## config.mk

```make
export PLATFORM = sky130hd
export DESIGN_NAME = cmp_mismatch_irq
export DESIGN_NICKNAME = d
export VERILOG_FILES = /design/src/rtl/cmi_pkg.sv /design/src/rtl/cmi_sync.sv /design/src/rtl/cmi_ref_track.sv /design/src/rtl/cmi_flag_bank.sv /design/src/rtl/cmi_regif.sv /design/src/rtl/cmp_mismatch_irq.sv
export SDC_FILE = /design/constraint.sdc
export NUM_CORES = 1
export LEC_CHECK = 0
export BUFFER_PORTS_ARGS = -buffer_cell sky130_fd_sc_hd__buf_2
export CAP_MARGIN = 10
export CORE_AREA = 2 2 39 41
export DETAILED_ROUTE_END_ITERATION = 7
export DIE_AREA = 0 0 41 43
export PLACE_DENSITY = 0.71
export SLEW_MARGIN = 10
export SYNTH_ARGS = -nofsm -noshare
export SYNTH_HDL_FRONTEND = slang
export SYNTH_SLANG_ARGS = --single-unit
```

## constraint.sdc

```tcl
create_clock -name clk -period 1.5 [get_ports clk]
set_input_delay 0.225 -clock clk [delete_from_list [all_inputs] [get_ports clk]]
set_output_delay 0.225 -clock clk [all_outputs]
set_load 0.03 [all_outputs]
```

## src/rtl/cmi_pkg.sv

```systemverilog
package cmi_pkg;
   typedef enum logic [1:0] {
      REG_STATUS = 2'd0,
      REG_FLAGS  = 2'd1,
      REG_ENABLE = 2'd2,
      REG_CTRL   = 2'd3
   } cmi_reg_e;

   localparam int CTRL_PERIPH_BIT = 0;
   localparam int CTRL_GLOBAL_BIT = 1;
   localparam int CTRL_BITS       = 2;
endpackage

```

## src/rtl/cmi_sync.sv

```systemverilog
module cmi_sync #(
   parameter int NCH    = 2,
   parameter int STAGES = 2
) (
   input  logic           clk,
   input  logic [NCH-1:0] async_in,
   output logic [NCH-1:0] sync_out
);
   if (STAGES < 1) begin : g_bad_stages
      $error("cmi_sync: STAGES must be at least 1");
   end

   for (genvar c = 0; c < NCH; c++) begin : g_ch
      logic [STAGES-1:0] chain;
      if (STAGES == 1) begin : g_single
         always_ff @(posedge clk) chain <= async_in[c];
      end else begin : g_multi
         always_ff @(posedge clk) chain <= {chain[STAGES-2:0], async_in[c]};
      end
      assign sync_out[c] = chain[STAGES-1];
   end
endmodule

```

## src/rtl/cmi_ref_track.sv

```systemverilog
module cmi_ref_track #(
   parameter int NCH = 2
) (
   input  logic           clk,
   input  logic           rst_n,
   input  logic [NCH-1:0] cur,
   input  logic           load,
   output logic [NCH-1:0] ref_q,
   output logic [NCH-1:0] diff
);
   for (genvar c = 0; c < NCH; c++) begin : g_ch
      always_ff @(posedge clk) begin
         if (!rst_n || load) ref_q[c] <= cur[c];
      end
      assign diff[c] = rst_n & (cur[c] ^ ref_q[c]);
   end
endmodule

```

## src/rtl/cmi_flag_bank.sv

```systemverilog
module cmi_flag_bank #(
   parameter int NCH = 2
) (
   input  logic           clk,
   input  logic           rst_n,
   input  logic [NCH-1:0] diff,
   input  logic           suppress,
   input  logic           wr_en,
   input  logic [NCH-1:0] wr_val,
   output logic [NCH-1:0] flags
);
   for (genvar c = 0; c < NCH; c++) begin : g_ch
      logic base;
      assign base = wr_en ? wr_val[c] : flags[c];
      always_ff @(posedge clk) begin
         if (!rst_n) flags[c] <= 1'b0;
         else        flags[c] <= base | (diff[c] & ~suppress);
      end
   end
endmodule

```

## src/rtl/cmi_regif.sv

```systemverilog
module cmi_regif
   import cmi_pkg::*;
#(
   parameter int NCH    = 2,
   parameter int DATA_W = 8,
   parameter int ADDR_W = 2
) (
   input  logic              clk,
   input  logic              rst_n,
   input  logic              bus_sel,
   input  logic              bus_wr,
   input  logic [ADDR_W-1:0] bus_addr,
   input  logic [DATA_W-1:0] bus_wdata,
   output logic [DATA_W-1:0] bus_rdata,
   input  logic [NCH-1:0]    status,
   input  logic [NCH-1:0]    flags,
   output logic              stat_touch,
   output logic              flag_wr,
   output logic [NCH-1:0]    flag_wval,
   output logic [NCH-1:0]    en_q,
   output logic              pen_q,
   output logic              gen_q
);
   logic     upper_ok;
   logic     hit;
   cmi_reg_e sel_reg;

   if (ADDR_W > 2) begin : g_wide_addr
      assign upper_ok = ~|bus_addr[ADDR_W-1:2];
   end else begin : g_narrow_addr
      assign upper_ok = 1'b1;
   end

   assign hit        = bus_sel & upper_ok;
   assign sel_reg    = cmi_reg_e'(bus_addr[1:0]);
   assign stat_touch = hit && (sel_reg == REG_STATUS);
   assign flag_wr    = hit && bus_wr && (sel_reg == REG_FLAGS);
   assign flag_wval  = bus_wdata[NCH-1:0];

   always_ff @(posedge clk) begin
      if (!rst_n) begin
         en_q  <= '0;
         pen_q <= 1'b0;
         gen_q <= 1'b0;
      end else if (hit && bus_wr) begin
         if (sel_reg == REG_ENABLE) en_q <= bus_wdata[NCH-1:0];
         if (sel_reg == REG_CTRL) begin
            pen_q <= bus_wdata[CTRL_PERIPH_BIT];
            gen_q <= bus_wdata[CTRL_GLOBAL_BIT];
         end
      end
   end

   always_comb begin
      bus_rdata = '0;
      if (upper_ok) begin
         unique case (sel_reg)
            REG_STATUS: bus_rdata[NCH-1:0] = status;
            REG_FLAGS:  bus_rdata[NCH-1:0] = flags;
            REG_ENABLE: bus_rdata[NCH-1:0] = en_q;
            REG_CTRL: begin
               bus_rdata[CTRL_PERIPH_BIT] = pen_q;
               bus_rdata[CTRL_GLOBAL_BIT] = gen_q;
            end
         endcase
      end
   end
endmodule

```

## src/rtl/cmp_mismatch_irq.sv

```systemverilog
module cmp_mismatch_irq
   import cmi_pkg::*;
#(
   parameter int NCH         = 2,
   parameter int SYNC_STAGES = 2,
   parameter int DATA_W      = 8,
   parameter int ADDR_W      = 2
) (
   input  logic              clk,
   input  logic              rst_n,
   input  logic [NCH-1:0]    cmp_in,
   input  logic              bus_sel,
   input  logic              bus_wr,
   input  logic [ADDR_W-1:0] bus_addr,
   input  logic [DATA_W-1:0] bus_wdata,
   output logic [DATA_W-1:0] bus_rdata,
   output logic              irq
);
   if (NCH < 1 || NCH > DATA_W) begin : g_bad_nch
      $error("cmp_mismatch_irq: NCH must lie in 1..DATA_W");
   end
   if (DATA_W < CTRL_BITS) begin : g_bad_dw
      $error("cmp_mismatch_irq: DATA_W too narrow for control bits");
   end
   if (ADDR_W < 2) begin : g_bad_aw
      $error("cmp_mismatch_irq: ADDR_W must be at least 2");
   end

   logic [NCH-1:0] sync_q;
   logic [NCH-1:0] ref_q;
   logic [NCH-1:0] diff;
   logic [NCH-1:0] flags;
   logic [NCH-1:0] en_q;
   logic [NCH-1:0] flag_wval;
   logic           pen_q;
   logic           gen_q;
   logic           stat_touch;
   logic           flag_wr;

   cmi_sync #(.NCH(NCH), .STAGES(SYNC_STAGES)) i_sync (
      .clk      (clk),
      .async_in (cmp_in),
      .sync_out (sync_q)
   );

   cmi_ref_track #(.NCH(NCH)) i_ref (
      .clk   (clk),
      .rst_n (rst_n),
      .cur   (sync_q),
      .load  (stat_touch),
      .ref_q (ref_q),
      .diff  (diff)
   );

   cmi_flag_bank #(.NCH(NCH)) i_flags (
      .clk      (clk),
      .rst_n    (rst_n),
      .diff     (diff),
      .suppress (stat_touch),
      .wr_en    (flag_wr),
      .wr_val   (flag_wval),
      .flags    (flags)
   );

   cmi_regif #(.NCH(NCH), .DATA_W(DATA_W), .ADDR_W(ADDR_W)) i_regif (
      .clk        (clk),
      .rst_n      (rst_n),
      .bus_sel    (bus_sel),
      .bus_wr     (bus_wr),
      .bus_addr   (bus_addr),
      .bus_wdata  (bus_wdata),
      .bus_rdata  (bus_rdata),
      .status     (sync_q),
      .flags      (flags),
      .stat_touch (stat_touch),
      .flag_wr    (flag_wr),
      .flag_wval  (flag_wval),
      .en_q       (en_q),
      .pen_q      (pen_q),
      .gen_q      (gen_q)
   );

   assign irq = gen_q & pen_q & (|(flags & en_q));
endmodule

```

==> out/summary.txt <==
Crit-path cells: mux4_2, buf_6
Power per cell area: 1110 mW/mm^2
Setup TNS: 0 ns
Slowest CP cell: mux4_2
Dpl hpwl: 721 um
Post-DP Area: 556 sq um
Num rows: 14
Max capacitance violation total: 0
Area leader, netlist: dfxtp_1
Max Fclk: 683 MHz
GRT Overall Usage: 12.3%
Post-synthesis adder-cell area fraction: 0%
Sequential share of the synthesized area: 51.4%
Ant. Diodes: 0
Die Wd: 41 um
Sink Count: 12
DR WL/cell: 11.9 um
Post-Synthesis Mean Instance Area: 11.0 sq um
Crit path capture type: output port
Vias in the first global route: 334
Startpoint types: flop
Pin count of the biggest net entering global routing: 10
DR vias/cell: 4.92
NumNets Final: 77
PortBufs: 12
Final Max Slew Viols: 0
Largest family of logic cells by synthesized area: simple AND/OR/NAND/NOR gates
Post-CTS setup buffers: 0
Number of synthesis warnings: 0
Starting Density: 36.6%
Fraction of layout cells with a size suffix above 1: 33.9%
Synth top area cells: dfxtp_1 40%, edfxtp_1 12%, buf_4 8.9%
Die area: 0.00176 sq mm
Placer Congestion: 0.786
Reg clk slew, reported paths: 0.08 ns
Mux contribution to synthesized area: 8.89%
CTS root buffer: clkbuf_4
Final Cell Area: 588 sq um
First drt pass iteration count: 4
Initial DRC Count: 10
Synth Area in Simple Gates: 13.6%
Residual DRC count: 0
P&R area growth vs syn: 16.0%
Crit-path max cell delay: 0.48 ns
Post-route clock period utilization: 97.6%
Synth Instances: 46
Final number of setup-violating endpoints: 0
Static Leak: 0.235 nW
TritonCTS clock tree: yes
Post-Syn Area: 507 sq um
Synth Area in Compound Gates: 11.4%
Worst VDD drop: 0.508 mV
Overflow after GRT: 0
First-pass GRT wire length: 1.38 mm
Io pins: 25
Status: completed
Endpoints failing hold: 0
Clock latency at the later pin of the worst-skew pair: 0.27 ns
Critical Path Fanout Max: 3
H-tree depth: 1
Synth top area share: 39.5%
Worst Path Required: 1.27 ns
Setup CP Type: flop to output port
DRT antenna net count: 0
Min-Delay Path Class: primary input to flop
Vias: 369
Netlist cell types: 18
CTS max path bufs: 2
Total CTS buffers: 3
Xor/xnor share of the synthesized area: 3.46%
Initial antenna violation count: 0
FF+latch count, synth: 12
RSZ-0062 raised after global routing: no
WL final: 893 um
Core region area: 0.00138 sq mm
Skew final: 0.0128 ns
Worst path arrival time: 1.24 ns
Min Tclk post-route: 1.46 ns
Die height: 43 um
## flip-flops by register name (all words and copies together) (netlist names)
| name | cells |
|---|---|
| i_flags.flags | 2 |
| i_ref.ref_q | 2 |
| i_regif.en_q | 2 |
| i_regif.gen_q | 1 |
| i_regif.pen_q | 1 |
| i_sync.g_ch.chain | 4 |
## worst max-delay path, delay by kind of cell (launching register included)
family / cells / cell delay, ns
buf+inv: 1 / 0.16
mux: 1 / 0.48
flops: 1 / 0.33
## final cells by class
| class | instances | area, sq um |
|---|---|---|
| clock buffers | 3 | 22.5 |
| fillers | 133 | 796 |
| inverters | 1 | 3.75 |
| multi-input cells | 31 | 211 |
| flip-flops and latches | 12 | 262 |
| well taps | 16 | 20.0 |
| repair buffers | 12 | 68.8 |
## path summary, 6_finish.rpt
path / startpoint / endpoint / slack (ns) / cells after the start
max: i_regif.gen_q / bus_rdata[1] / 0.04 / 2
min: cmp_in[0] / i_sync.g_ch[0].chain[0] / 0.06 / 1
max reg2reg: i_ref.ref_q[0] / i_flags.flags[0] / 0.70 / 2
min reg2reg: i_sync.g_ch[0].chain[0] / i_sync.g_ch[0].chain[1] / 0.33 / 0
## cell families (layout without fill, tap and decap cells)
kind of cell,count (synthesis),in the layout
simple gates,13,13
xor+xnor,2,2
other cells,1,6
flops,12,12
mux,2,2
buf+inv,8,16
compound gates,8,8
## power breakdown
| group | internal [mW] | switching [mW] |
|---|---|---|
| logic | 0.0371 | 0.0604 |
| clock network | 0.0928 | 0.0999 |
| registers | 0.348 | 0.0127 |
## per-layer routing
| metal | share of wire, % | vias to the layer above | routed length [um] | track usage, % |
|---|---|---|---|---|
| li1 | - | 187 | - | - |
| met1 | 42 | 166 | 371 | 15.0 |
| met2 | 52 | 14 | 468 | 18.1 |
| met3 | 3.7 | 2 | 33 | 4.71 |
| met4 | 2.1 | 0 | 19 | 6.00 |
| met5 | 0 | - | 0 | 0 |
## layout by cell type (no fill, tap or decap)
cell type  instances
buf_2             10
dfxtp_1            9
nand3_1            6
conb_1             6
nand2_1            3
clkbuf_4           3
mux4_2             2
nand4b_1           2
xnor2_1            2
o221ai_1           2
o21ai_1            2
o21ai_0            2
edfxtp_1           2
a22oi_1            1
nor2_1             1
inv_2              1
o31ai_2            1
nand4_1            1
dfxtp_2            1
buf_4              1
buf_6              1
## metrics by stage
step           utilization (%)  worst slack [ns]  power [mW]  instances  hold slack (ns)
2_1_floorplan                -             0.410       0.441         51            0.253
3_3_place_gp              40.1             0.195       0.457         72            0.312
3_5_place_dp              40.1             0.177       0.459         72            0.312
4_1_cts                   41.8           0.00633       0.649         75           0.0540
5_1_grt                   42.5           0.00221       0.679         75           0.0561
6_report                  42.5            0.0354       0.651         75           0.0592
## synth_stat cells (all sizes together)
library cell / number
a22oi: 1
buf: 6
clkbuf: 1
conb: 1
dfxtp: 10
edfxtp: 2
inv: 1
mux4: 2
nand2: 3
nand3: 6
nand4: 1
nand4b: 2
nor2: 1
o21ai: 4
o221ai: 2
o31ai: 1
xnor2: 2
## timing repair
item,4_1_cts,5_1_grt
setup endpoints to repair,0,2
hold buffers,0,0
gates resized for setup,0,6
Power figures use the tool's default switching activity.
